File: config.mk
export PLATFORM = sky130hd
export DESIGN_NAME = edge_delay_filter
export DESIGN_NICKNAME = d
export VERILOG_FILES = /design/src/rtl/edge_delay_pkg.sv /design/src/rtl/edge_delay_datapath.sv /design/src/rtl/edge_delay_control.sv /design/src/rtl/edge_delay_filter.sv
export SDC_FILE = /design/constraint.sdc
export NUM_CORES = 1
export LEC_CHECK = 0
export CAP_MARGIN = 20
export CORE_MARGIN = 2
export CORE_UTILIZATION = 28
export CTS_BUF_LIST = sky130_fd_sc_hd__clkbuf_16
export DETAILED_ROUTE_END_ITERATION = 12
export HOLD_SLACK_MARGIN = 0.03
export PLACE_DENSITY = 0.48
export SYNTH_ARGS = -nofsm -noshare
export SYNTH_HDL_FRONTEND = slang
export SYNTH_SLANG_ARGS = --single-unit
File: constraint.sdc
create_clock -name clk -period 6.8 [get_ports clk]
set_clock_uncertainty 0.15 [all_clocks]
set_input_delay 1.36 -clock clk [delete_from_list [all_inputs] [get_ports clk]]
set_output_delay 1.36 -clock clk [all_outputs]
set_load 0.02 [all_outputs]
File: src/rtl/edge_delay_pkg.sv
package edge_delay_pkg;

  // Edge choice, bit 0 = rising, bit 1 = falling
  typedef enum logic [1:0] {
    EDGE_NONE = 2'b00,
    EDGE_RISE = 2'b01,
    EDGE_FALL = 2'b10,
    EDGE_BOTH = 2'b11
  } edgeSel_e;

  // Strobes from control to datapath
  typedef struct packed {
    logic loadLevel;   // copy sampled level into held level
    logic clearCount;  // zero the hold counter
    logic incCount;    // advance the hold counter
    logic pulseSet;    // detect-mode pulse for next cycle
  } ctrlStrobe_t;

endpackage

File: src/rtl/edge_delay_datapath.sv
module edge_delay_datapath
  import edge_delay_pkg::*;
#(
  parameter int CNT_W = 8
) (
  input  logic              clk,
  input  logic              rstN,
  input  logic              dataIn,
  input  logic [CNT_W-1:0]  delayCount,
  input  ctrlStrobe_t       strobe,
  output logic              sampled,
  output logic              heldLevel,
  output logic              pulseQ,
  output logic [CNT_W:0]    runCount,
  output logic              countReached
);

  localparam int RUN_W = CNT_W + 1;

  logic [RUN_W-1:0] holdTarget;

  // The level must be seen delayCount+2 times: once when it is first
  // compared, then delayCount+1 more counted edges.
  assign holdTarget   = {1'b0, delayCount} + RUN_W'(1);
  assign countReached = (runCount >= holdTarget);

  always_ff @(posedge clk or negedge rstN) begin
    if (!rstN) begin
      sampled   <= 1'b0;
      heldLevel <= 1'b0;
      pulseQ    <= 1'b0;
      runCount  <= '0;
    end else begin
      sampled <= dataIn;
      pulseQ  <= strobe.pulseSet;
      if (strobe.loadLevel) begin
        heldLevel <= sampled;
      end
      if (strobe.clearCount) begin
        runCount <= '0;
      end else if (strobe.incCount) begin
        runCount <= runCount + RUN_W'(1);
      end
    end
  end

endmodule

File: src/rtl/edge_delay_control.sv
module edge_delay_control
  import edge_delay_pkg::*;
(
  input  logic        sampled,
  input  logic        heldLevel,
  input  logic        countReached,
  input  logic [1:0]  edgeSel,
  input  logic        detectMode,
  output ctrlStrobe_t strobe
);

  edgeSel_e selMode;
  logic     riseOn;
  logic     fallOn;
  logic     differs;
  logic     isRise;
  logic     edgeChosen;

  assign selMode    = edgeSel_e'(edgeSel);
  assign riseOn     = (selMode == EDGE_RISE) || (selMode == EDGE_BOTH);
  assign fallOn     = (selMode == EDGE_FALL) || (selMode == EDGE_BOTH);
  assign differs    = sampled ^ heldLevel;
  assign isRise     = sampled & ~heldLevel;
  assign edgeChosen = isRise ? riseOn : fallOn;

  always_comb begin
    strobe = '0;
    if (detectMode) begin
      // Track the input every cycle; pulse on chosen changes
      strobe.loadLevel  = differs;
      strobe.clearCount = 1'b1;
      strobe.pulseSet   = differs & edgeChosen;
    end else if (!differs) begin
      // Input back at output level: restart the window
      strobe.clearCount = 1'b1;
    end else if (!edgeChosen || countReached) begin
      strobe.loadLevel  = 1'b1;
      strobe.clearCount = 1'b1;
    end else begin
      strobe.incCount = 1'b1;
    end
  end

endmodule

File: src/rtl/edge_delay_filter.sv
module edge_delay_filter
  import edge_delay_pkg::*;
#(
  parameter int CNT_W = 8
) (
  input  logic             clk,
  input  logic             rstN,
  input  logic             dataIn,
  input  logic [CNT_W-1:0] delayCount,
  input  logic [1:0]       edgeSel,
  input  logic             detectMode,
  input  logic             invertOut,
  output logic             dataOut
);

  ctrlStrobe_t     strobe;
  logic            sampled;
  logic            heldLevel;
  logic            pulseQ;
  logic [CNT_W:0]  runCount;
  logic            countReached;

  edge_delay_control u_ctrl (
    .sampled      (sampled),
    .heldLevel    (heldLevel),
    .countReached (countReached),
    .edgeSel      (edgeSel),
    .detectMode   (detectMode),
    .strobe       (strobe)
  );

  edge_delay_datapath #(.CNT_W(CNT_W)) u_dp (
    .clk          (clk),
    .rstN         (rstN),
    .dataIn       (dataIn),
    .delayCount   (delayCount),
    .strobe       (strobe),
    .sampled      (sampled),
    .heldLevel    (heldLevel),
    .pulseQ       (pulseQ),
    .runCount     (runCount),
    .countReached (countReached)
  );

  assign dataOut = (detectMode ? pulseQ : heldLevel) ^ invertOut;

endmodule

==> results_dict.tcl <==
set metrics [dict create \
    syn2layout_area_growth_pct 27.61 \
    crit_start "detectMode" \
    vias 730 \
    cp.required_ns 5.29 \
    crit_arrival_ns 2.86 \
    dr.pass1.iters 4 \
    slew_viol_final 0 \
    place_ws_ns 2.237 \
    outcome "completed" \
    ioPinCount 16 \
    drive_gt1_share_pct 13.08 \
    layout_common_cells "clkdlybuf4s50_1, ha_1, dfrtp_1" \
    power_frac_comb_pct 29.4 \
    cts_setup_buffers 0 \
    wire_per_inst_um 12.87 \
    start_kind "input port" \
    nNetsFinal 136 \
    die_y_um 62.85 \
    syn_avg_cell_area_um2 10.66 \
    ant_nets 0 \
    hpwlAfterDp_mm 1.587 \
    ys_ff_latch 12 \
    swShare_pct 28.89 \
    hold_buffers 0 \
    drc 0 \
    synth-seq-area-share_pct 30.97 \
    crit_fanout 3 \
    cts_buffers 3 \
    cts-resized-gates 0 \
    maxSlewHeadroom_pct 58.08 \
    nFillCells 336 \
    utilization_pct 37.08 \
    syn_area_um2 969.7 \
    fin_cells 153 \
    synth_warnings 0 \
    p_per_area_nw_per_um2 215.2 \
    cts_tree "yes" \
    hold_class "reg -> reg" \
    overflow 0 \
    placed_cells 150 \
    r2r_setup_slack_ns 4.33 \
    vias_per_cell 4.771 \
    place.gp.congestion 0.7038 \
    finalCritPeriodShare_pct 64.34 \
    core-area_um2 3337 \
    synth_cell_type_count 29 \
    p_leak_nw 0.5123 \
    grt_max_degree 13 \
    cts.sink_count 12 \
    worst_setup_path_end_kind "output port" \
    antenna_cells 0 \
    grt_setup_unrepaired "false" \
    cts.path.max_buffers 2 \
    layout_commonest_cell "clkdlybuf4s50_1" \
    setup_slack_ns 2.425 \
    track_usage_pct 11.47 \
    worstHoldStart "u_dp.runCount[0]" \
    die_area_um2 3950 \
    clk_latency_ns 0.24 \
    critical_path_class "in -> out" \
    finalHoldViolCount 0 \
    vdd_ir_drop_max_v 0.00006174 \
    clkTransAtPathRegs_ns 0.04 \
    clock-root-buffer "clkbuf_16" \
    die_w_um 62.85 \
    syn-num-nets 118 \
    p_switching_w 0.00007694 \
    place.port_buffers 15 \
    pwr-share-clk_pct 39.3 \
    p_int_w 0.0001894 \
    grt_pass1_vias 826 \
    drv_cap 0 \
    whs_ns 0.3863 \
    max_freq_mhz 228.6 \
    worst_pin_slew_ns 0.6288 \
    initial_core_util_pct 29.06 \
    setup_viol 0 \
    drt_iter0_drc 23 \
    grt_pass1_wl_mm 3.553 \
    synthCells 91 \
    cts.htree.levels 1 \
    post-route-min-period_ns 4.375 \
    antenna_found_initial 0 \
    r2r-start "u_dp.runCount[6]" \
    rows 21 \
    routed_wl_mm 1.969 \
    share_seq_of_total_power_pct 31.4 \
    finalSetupTns_ns 0 \
]
flip-flops by register name, indices dropped and copies added, names as in the netlist:
| name | count |
|---|---|
| u_dp.sampled | 1 |
| u_dp.runCount | 9 |
| u_dp.heldLevel | 1 |
| u_dp.pulseQ | 1 |
through the flow:
step / cell area [um2] / total power, W
4_1_cts: 1237 / 0.0002699
6_report: 1237 / 0.0002663
2_1_floorplan: 969.7 / 0.0001370
3_3_place_gp: 1162 / 0.0001620
3_5_place_dp: 1162 / 0.0001638
5_1_grt: 1237 / 0.0002836
critical path, stage by stage:
cell and delay (ns):
clkdlybuf4s50_1 0.52, mux2i_1 0.23, xnor2_1 0.13, clkdlybuf4s50_1 0.62
path summary, 6_finish.rpt:
check / end / cells past startpoint
max in group asynchronous: u_dp.pulseQ / 1
setup / recovery: dataOut / 4
hold / removal: u_dp.runCount[0] / 1
setup reg to reg: u_dp.heldLevel / 5
hold reg to reg: u_dp.runCount[0] / 1
min in group asynchronous: u_dp.runCount[3] / 1
cells by family (layout without fill, tap and decap cells):
group / after synthesis / count (layout) / share of synthesized area [%]
compound gates: 9 / 9 / 7.484
flops: 12 / 12 / 30.97
buf+inv: 6 / 22 / 3.096
simple gates: 35 / 35 / 27.23
xor+xnor: 14 / 14 / 12.65
mux: 3 / 3 / 3.097
fa+ha+maj: 12 / 12 / 15.48
metal layers:
metal | share of wire, % | GRT usage, % | routed length (um)
met1 | 45 | 12.65 | 883
met2 | 50 | 20.30 | 977
met3 | 3.3 | 2.883 | 65
met4 | 2.1 | 5.833 | 42
met5 | 0 | 0 | 0
synthesized netlist by cell type:
cell type | instances | area (um2)
and4_1 | 2 | 17.52
a21o_1 | 1 | 7.510
nand2_1 | 6 | 22.52
nand4_1 | 2 | 12.51
inv_1 | 4 | 15.01
nor2_1 | 2 | 7.510
a2111o_1 | 2 | 22.52
or2_1 | 1 | 6.260
xor2_1 | 7 | 61.31
a211o_1 | 1 | 8.760
clkbuf_1 | 1 | 3.750
o21ai_1 | 1 | 5.000
xnor2_1 | 7 | 61.31
mux2i_1 | 3 | 30.03
ha_1 | 12 | 150.1
a21oi_2 | 1 | 8.760
and4bb_2 | 1 | 12.51
and3_1 | 2 | 12.51
nand3_1 | 6 | 30.03
a211oi_1 | 1 | 7.510
o21a_1 | 1 | 7.510
nand2b_1 | 2 | 12.51
nor4b_2 | 2 | 30.03
a21oi_1 | 1 | 5.000
nor4_2 | 7 | 87.58
dfrtp_1 | 12 | 300.3
nor3b_1 | 1 | 7.510
nor3_1 | 1 | 5.000
buf_6 | 1 | 11.26
cell type report:
type	count	area [um2]	area share (%)
Timing Repair Buffer	15	150.1	12.13
Clock buffer	3	75.07	6.067
Tap cell	46	57.56	4.651
Multi-Input combinational cell	73	639.4	51.67
Sequential cell	12	300.3	24.27
Inverter	4	15.01	1.213
power by group through the flow:
| stage | Combinational, W | Sequential, W | Clock, W |
|---|---|---|---|
| floorplan | 0.0000540 | 0.0000830 | 0 |
| global placement | 0.0000772 | 0.0000848 | 0 |
| detailed placement | 0.0000792 | 0.0000846 | 0 |
| CTS | 0.0000802 | 0.0000836 | 0.000106 |
| global route | 0.0000867 | 0.0000845 | 0.000112 |
| finish | 0.0000782 | 0.0000836 | 0.000105 |
Power figures use the tool's default switching activity.
